File: config.mk
export PLATFORM = sky130hd
export DESIGN_NAME = peer_setup_decoder
export DESIGN_NICKNAME = d
export VERILOG_FILES = /design/src/rtl/psd_pkg.sv /design/src/rtl/psd_asm.sv /design/src/rtl/psd_class.sv /design/src/rtl/psd_peers.sv /design/src/rtl/peer_setup_decoder.sv
export SDC_FILE = /design/constraint.sdc
export NUM_CORES = 1
export LEC_CHECK = 0
export ABC_AREA = 1
export BUFFER_PORTS_ARGS = -buffer_cell sky130_fd_sc_hd__clkbuf_2
export CAP_MARGIN = 15
export CORE_ASPECT_RATIO = 1.1
export CORE_MARGIN = 1.5
export CORE_UTILIZATION = 58
export DETAILED_ROUTE_END_ITERATION = 8
export GPL_TIMING_DRIVEN = 0
export PLACE_DENSITY = 0.8
export REMOVE_ABC_BUFFERS = 1
export SLEW_MARGIN = 10
export SYNTH_ARGS = -nofsm -noshare
export SYNTH_HDL_FRONTEND = slang
export SYNTH_SLANG_ARGS = --single-unit
export TNS_END_PERCENT = 20
File: constraint.sdc
create_clock -name clk -period 3.2 [get_ports clk]
set_clock_uncertainty 0.2 [all_clocks]
set_input_delay 0.64 -clock clk [delete_from_list [all_inputs] [get_ports clk]]
set_output_delay 0.64 -clock clk [all_outputs]
set_load 0.1 [all_outputs]
File: src/rtl/psd_pkg.sv
// Shared types and constants for the peer setup message decoder.
package psd_pkg;
    localparam int MSG_BYTES = 8;
    localparam int MSG_W     = MSG_BYTES * 8;
    localparam int BCW       = $clog2(MSG_BYTES);
    localparam int ID_W      = 16;
    localparam int INIT_PEERS = 16;

    typedef enum logic [2:0] {
        ST_VER  = 3'd0,
        ST_ID   = 3'd1,
        ST_WAIT = 3'd2,
        ST_RUN  = 3'd3,
        ST_FAIL = 3'd4
    } psd_state_e;
endpackage

File: src/rtl/psd_asm.sv
// Byte-to-message assembler.
// Collects MSG_BYTES bytes least-significant first and presents the message
// with its handle flag for one cycle after the last byte.
// Assumes: in_handle is meaningful only with the last byte of a message.
module psd_asm
    import psd_pkg::*;
(
    input  logic             clk,
    input  logic             rst_n,
    input  logic             in_valid,
    input  logic [7:0]       in_byte,
    input  logic             in_handle,
    output logic             msg_v,
    output logic [MSG_W-1:0] msg,
    output logic             msg_hnd
);
    logic [BCW-1:0]   cnt;
    logic [MSG_W-9:0] hold;

    // Count bytes, hold partial message, emit on the final byte.
    always_ff @(posedge clk) begin
        if (!rst_n) begin
            cnt     <= '0;
            hold    <= '0;
            msg     <= '0;
            msg_hnd <= 1'b0;
            msg_v   <= 1'b0;
        end else begin
            msg_v <= 1'b0;
            if (in_valid) begin
                if (cnt == BCW'(MSG_BYTES - 1)) begin
                    msg     <= {in_byte, hold};
                    msg_hnd <= in_handle;
                    msg_v   <= 1'b1;
                    cnt     <= '0;
                end else begin
                    hold[{cnt, 3'b000} +: 8] <= in_byte;
                    cnt <= cnt + 1'b1;
                end
            end
        end
    end
endmodule

File: src/rtl/psd_class.sv
// Message classifier.
// Splits a 64-bit message value into: shared-memory marker (-1), out of the
// accepted range (below -1 or above 65535), and peer index with storage check.
// Assumes: pure combinational, no state.
module psd_class
    import psd_pkg::*;
#(
    parameter int MAX_PEERS = 32
) (
    input  logic [MSG_W-1:0] msg,
    output logic             is_shm,
    output logic             bad_range,
    output logic             beyond,
    output logic [ID_W-1:0]  pid
);
    // Decode value class; any set bit above the ID field means out of range.
    always_comb begin
        is_shm    = &msg;
        bad_range = !is_shm && (|msg[MSG_W-1:ID_W]);
        pid       = msg[ID_W-1:0];
        beyond    = 32'(pid) >= MAX_PEERS;
    end
endmodule

File: src/rtl/psd_peers.sv
// Per-peer vector counter bank.
// One counter per storage slot. inc adds one, clr zeroes, both act on idx.
// Assumes: inc and clr are never high together and inc is not given at MAX_VEC.
module psd_peers #(
    parameter int MAX_PEERS = 32,
    parameter int MAX_VEC   = 4,
    localparam int IW  = $clog2(MAX_PEERS),
    localparam int VCW = $clog2(MAX_VEC + 1)
) (
    input  logic                     clk,
    input  logic                     rst_n,
    input  logic                     inc,
    input  logic                     clr,
    input  logic [IW-1:0]            idx,
    output logic [MAX_PEERS*VCW-1:0] counts,
    output logic [VCW-1:0]           sel_cnt
);
    for (genvar g = 0; g < MAX_PEERS; g++) begin : g_slot
        // Update slot g when it is the addressed peer.
        always_ff @(posedge clk) begin
            if (!rst_n) begin
                counts[g*VCW +: VCW] <= '0;
            end else if (idx == IW'(g)) begin
                if (clr)      counts[g*VCW +: VCW] <= '0;
                else if (inc) counts[g*VCW +: VCW] <= counts[g*VCW +: VCW] + 1'b1;
            end
        end
    end

    // Read the addressed counter.
    always_comb sel_cnt = counts[idx*VCW +: VCW];
endmodule

File: src/rtl/peer_setup_decoder.sv
// Peer setup message decoder (top).
// Runs version -> ID -> wait-for-shared-memory setup, then classifies every
// message, keeps per-peer vector counts and the peer count, and raises
// one-cycle event pulses. Setup errors park the block in a failed state.
// Assumes: MAX_PEERS >= 16; handles themselves are managed outside.
module peer_setup_decoder
    import psd_pkg::*;
#(
    parameter int MAX_PEERS = 32,
    parameter int MAX_VEC   = 4,
    parameter logic [63:0] PROTO_VER = 64'd0,
    localparam int IW  = $clog2(MAX_PEERS),
    localparam int VCW = $clog2(MAX_VEC + 1),
    localparam int PCW = $clog2(MAX_PEERS + 1)
) (
    input  logic                     clk,
    input  logic                     rst_n,
    input  logic                     in_valid,
    input  logic [7:0]               in_byte,
    input  logic                     in_handle,
    input  logic                     cfg_master,
    output logic [15:0]              own_id,
    output logic                     setup_done,
    output logic                     setup_failed,
    output logic [PCW-1:0]           peer_count,
    output logic [MAX_PEERS*VCW-1:0] vec_counts,
    output logic                     shm_evt,
    output logic                     conn_evt,
    output logic                     disc_evt,
    output logic [15:0]              evt_peer,
    output logic                     lvec_en,
    output logic [VCW-1:0]           lvec_num,
    output logic                     err_pulse
);
    psd_state_e state, nxt;
    logic             msg_v, msg_hnd;
    logic [MSG_W-1:0] msg;
    logic             is_shm, bad_range, beyond;
    logic [ID_W-1:0]  pid;
    logic [VCW-1:0]   sel_cnt;
    logic bad, ok_shm, do_inc, do_clr, do_grow, id_ld;

    psd_asm u_asm (
        .clk(clk), .rst_n(rst_n), .in_valid(in_valid), .in_byte(in_byte),
        .in_handle(in_handle), .msg_v(msg_v), .msg(msg), .msg_hnd(msg_hnd)
    );

    psd_class #(.MAX_PEERS(MAX_PEERS)) u_class (
        .msg(msg), .is_shm(is_shm), .bad_range(bad_range),
        .beyond(beyond), .pid(pid)
    );

    psd_peers #(.MAX_PEERS(MAX_PEERS), .MAX_VEC(MAX_VEC)) u_peers (
        .clk(clk), .rst_n(rst_n), .inc(do_inc), .clr(do_clr),
        .idx(pid[IW-1:0]), .counts(vec_counts), .sel_cnt(sel_cnt)
    );

    // Decide the action for the message presented this cycle.
    always_comb begin
        nxt = state; bad = 1'b0; ok_shm = 1'b0; do_inc = 1'b0;
        do_clr = 1'b0; do_grow = 1'b0; id_ld = 1'b0;
        if (msg_v) begin
            case (state)
                ST_VER: begin
                    if (msg == PROTO_VER && !msg_hnd) nxt = ST_ID;
                    else bad = 1'b1;
                end
                ST_ID: begin
                    if (msg_hnd || bad_range || is_shm) bad = 1'b1;
                    else if (cfg_master && pid != '0) bad = 1'b1;
                    else begin
                        id_ld = 1'b1;
                        nxt   = ST_WAIT;
                    end
                end
                ST_WAIT, ST_RUN: begin
                    if (bad_range) begin
                        bad = 1'b1;
                    end else if (is_shm) begin
                        if (state == ST_RUN) bad = 1'b1;
                        else begin
                            ok_shm = 1'b1;
                            nxt    = ST_RUN;
                        end
                    end else if (beyond) begin
                        bad = 1'b1;
                    end else begin
                        do_grow = 32'(pid) >= 32'(peer_count);
                        if (msg_hnd) begin
                            if (sel_cnt >= VCW'(MAX_VEC)) bad = 1'b1;
                            else do_inc = 1'b1;
                        end else if (pid == own_id) begin
                            bad = 1'b1;
                        end else begin
                            do_clr = 1'b1;
                        end
                    end
                end
                default: ;
            endcase
            if (bad && state != ST_RUN) nxt = ST_FAIL;
        end
    end

    // Register state, captured ID, peer count and event pulses.
    always_ff @(posedge clk) begin
        if (!rst_n) begin
            state      <= ST_VER;
            own_id     <= '0;
            peer_count <= PCW'(INIT_PEERS);
            shm_evt    <= 1'b0;
            conn_evt   <= 1'b0;
            disc_evt   <= 1'b0;
            err_pulse  <= 1'b0;
            lvec_en    <= 1'b0;
            lvec_num   <= '0;
            evt_peer   <= '0;
        end else begin
            state     <= nxt;
            shm_evt   <= ok_shm;
            conn_evt  <= do_inc;
            disc_evt  <= do_clr;
            err_pulse <= bad;
            lvec_en   <= do_inc && (pid == own_id);
            lvec_num  <= sel_cnt;
            evt_peer  <= pid;
            if (id_ld)   own_id     <= pid;
            if (do_grow) peer_count <= PCW'(pid) + 1'b1;
        end
    end

    // Status flags come straight from the state register.
    always_comb begin
        setup_done   = (state == ST_RUN);
        setup_failed = (state == ST_FAIL);
    end
endmodule

==> impl_metrics.env <==
export IMPL_ys_seq_elements=270
export IMPL_clock_tree_htree_level_count=1
export IMPL_nNetsFinal=1913
export IMPL_fin_area_mm2=0.0149
export IMPL_yosysUniqueCellTypes=47
export IMPL_finalPower_mw=7.01
export IMPL_slew_headroom_pct=43.7
export IMPL_powerDensity_mw_per_mm2=471
export IMPL_critPathArrivalTime_ns=3.34
export IMPL_min_period_over_period_pct=95.9
export IMPL_grt_overflow_total=0
export IMPL_postCtsHoldBufs=0
export IMPL_fp_dieH_um=159
export IMPL_routed_wl_mm=36.2
export IMPL_holdWs_ns=0.227
export IMPL_dpl_worst_slack_ns=-0.897
export IMPL_cts_root_buf="clkbuf_16"
export IMPL_drv_slew=0
export IMPL_drtIter0Drc=1075
export IMPL_firstDrtPassIters=6
export IMPL_syn_area_mm2=0.0128
export IMPL_fmax_mhz=326
export IMPL_synthTopCellsByCount="dfxtp_1, nand2_1, nor2_1"
export IMPL_rows=56
export IMPL_outcome="completed"
export IMPL_grt_usage_pct=30.7
export IMPL_synth_flop_cell="dfxtp_1"
export IMPL_route_antenna_remaining_nets=0
export IMPL_wl_met1_mm=14.1
export IMPL_p_leak_nw=6.54
export IMPL_synth_area_top_cells="dfxtp_1, a21oi_1, nand2_1, nor2_1, o21ai_0"
export IMPL_clkLatencyLatePin_ns=0.55
export IMPL_hold_class="primary input to register"
export IMPL_routabilityCongestion=0.900
export IMPL_cts_inserted_buffers=28
export IMPL_setup_viol=0
export IMPL_instances_no_fill=2162
export IMPL_viasPerCell=5.73
export IMPL_tns_ns=0
export IMPL_dieArea_mm2=0.0229
export IMPL_grt_pass1_vias=11444
export IMPL_synthCells=1727
export IMPL_maxCapViolCount=0
export IMPL_routed_top_layer="met4"
export IMPL_worst_pin_slew_ns=0.841
export IMPL_critPathKind="register to register"
export IMPL_grt_max_degree=146
export IMPL_fillCellCount=1778
export IMPL_antenna_found_initial=0
export IMPL_met2WireLength_mm=17.5
export IMPL_placed_area_mm2=0.0137
export IMPL_cts_tree="built"
export IMPL_start_util_pct=59.5
export IMPL_worst_slack_ns=0.132
export IMPL_drcViolationCount=0
export IMPL_routedWlPerCell_um=16.8
export IMPL_rsz0062_at_grt="yes"
export IMPL_peakVddDrop_mv=0.422
export IMPL_yosys_area_top_type_share_pct=42.3
export IMPL_wl_met3_mm=2.87
export IMPL_end_kind="register"
export IMPL_ys_warn_count=0
export IMPL_die_w_um=145
export IMPL_core_area_mm2=0.0215
export IMPL_post_route_util_pct=69.1
export IMPL_synthArstFlopShare_pct=0
export IMPL_critPathMaxFanout=29
export IMPL_cts_max_path_buffers=3
export IMPL_area_delta_synth_final_pct=16.3
export IMPL_grt_pass1_wl_mm=56.7
export IMPL_synth_edf_count=0
export IMPL_yosysMostFrequentCell="dfxtp_1"
export IMPL_min_period_ns=3.07
export IMPL_yosys_area_top_type="dfxtp_1"
export IMPL_port_buffers=156
export IMPL_cp_start_kind="register"
export IMPL_ys_seq_area_share_pct=42.3
export IMPL_dp_cells=2099
export IMPL_hold_viol=0
export IMPL_num_vias=12378
export IMPL_drive_above_1_share_pct=14.6
export IMPL_crit_required_ns=3.47
export IMPL_n_antenna_cell=0
export IMPL_synth_area_per_cell_um2=7.41
export IMPL_cts_sink_count=270
export IMPL_ios=157
export IMPL_post_dp_hpwl_mm=23.6
export IMPL_clkSlewWorstSetupHoldPaths_ns=0.06
[logic make-up after synthesis]
kind of cell | count (synthesis) | synth area share [%]
AOI/OAI and AO/OA | 417 | 17.3
DFF | 270 | 42.3
and+or+nand+nor | 667 | 23.8
xor gates and xnor gates | 47 | 3.22
adders and majority gates | 48 | 4.70
buffers and inverters | 278 | 8.77
[placed cells by master, fill, tap and decap left out, drive strengths merged, types with 2 or more instances in the layout]
| master | Yosys | routed |
|---|---|---|
| a22oi | 6 | 6 |
| nand4 | 50 | 50 |
| clkbuf | 57 | 199 |
| bufinv | 0 | 2 |
| ha | 48 | 48 |
| nand3 | 85 | 85 |
| o21bai | 12 | 12 |
| a21oi | 207 | 207 |
| dfxtp | 270 | 270 |
| clkinv | 2 | 4 |
| clkinvlp | 0 | 4 |
| xor2 | 46 | 46 |
| buf | 25 | 18 |
| inv | 194 | 193 |
| nor3 | 46 | 46 |
| o211ai | 2 | 2 |
| nand2 | 258 | 260 |
| nor2 | 222 | 223 |
| nand3b | 4 | 4 |
| o21ai | 161 | 161 |
| o22ai | 4 | 4 |
| a211oi | 19 | 19 |
[worst max-delay path, cell delays in order, from the launching register on]
cell and delay (ns):
dfxtp_4 0.52, buf_16 0.23, ha_1 0.22, inv_1 0.18, nor2_2 0.28, nand2_1 0.10
nor2_1 0.17, nand2_1 0.08, nor2_1 0.26, nand2_1 0.12, nand2_1 0.07, nand2_1 0.05
nand2_1 0.09, nand2_1 0.06, nand2_1 0.10, nand2_1 0.06, nand2_1 0.06, nand2_1 0.04
nor2_1 0.09
[per-layer routing]
layer | GRT usage [%] | vias to the layer above
met5 | 0 | -
met3 | 4.95 | 133
li1 | - | 5976
met1 | 37.2 | 5747
met4 | 16.1 | 0
met2 | 51.6 | 522
[path summary, 6_finish.rpt]
kind / slack (ns) / cells past startpoint / start / end
worst max-delay path: 0.13 / 18 / u_asm.msg[0]$_SDFFE_PN0P_ / state[0]$_SDFFE_PN0P_
worst min register to register: 0.24 / 2 / u_asm.hold[48]$_SDFFE_PN0P_ / u_asm.msg[48]$_SDFFE_PN0P_
worst max register to register: 0.13 / 18 / u_asm.msg[0]$_SDFFE_PN0P_ / state[0]$_SDFFE_PN0P_
worst min-delay path: 0.23 / 3 / in_byte[5] / u_asm.hold[45]$_SDFFE_PN0P_
[state kept, by name (all words and copies together) (netlist names)]
name,flops
conn_evt,1
disc_evt,1
err_pulse,1
evt_peer,16
lvec_en,1
lvec_num,3
own_id,16
peer_count,6
shm_evt,1
state,3
u_asm.cnt,3
u_asm.hold,56
u_asm.msg,64
u_asm.msg_hnd,1
u_asm.msg_v,1
u_peers.counts,96
[area by class of cell]
cell class                      count  area, um^2  area share [%]
Clock buffer                       43         858            5.77
Clock inverter                      7        98.8           0.665
Inverter                          196         757            5.09
Multi-Input combinational cell   1182        6330            42.6
Sequential cell                   270        5420            36.4
Tap cell                          290         363            2.44
Timing Repair Buffer              174        1040            7.03
[power by group]
part	switching, mW	leakage (nW)	total (mW)	internal (mW)
logic	0.187	3.91	0.256	0.0688
registers	0.0131	2.18	3.39	3.38
clock network	1.36	0.455	3.36	2.00
[repair_timing]
item	in CTS	in global routing
endpoints found under the hold margin	0	0
gates cloned	2	1
gates resized for setup	11	7
pin swaps	3	1
setup endpoints to repair	118	21
setup buffers	4	5
Power figures use the tool's default switching activity.
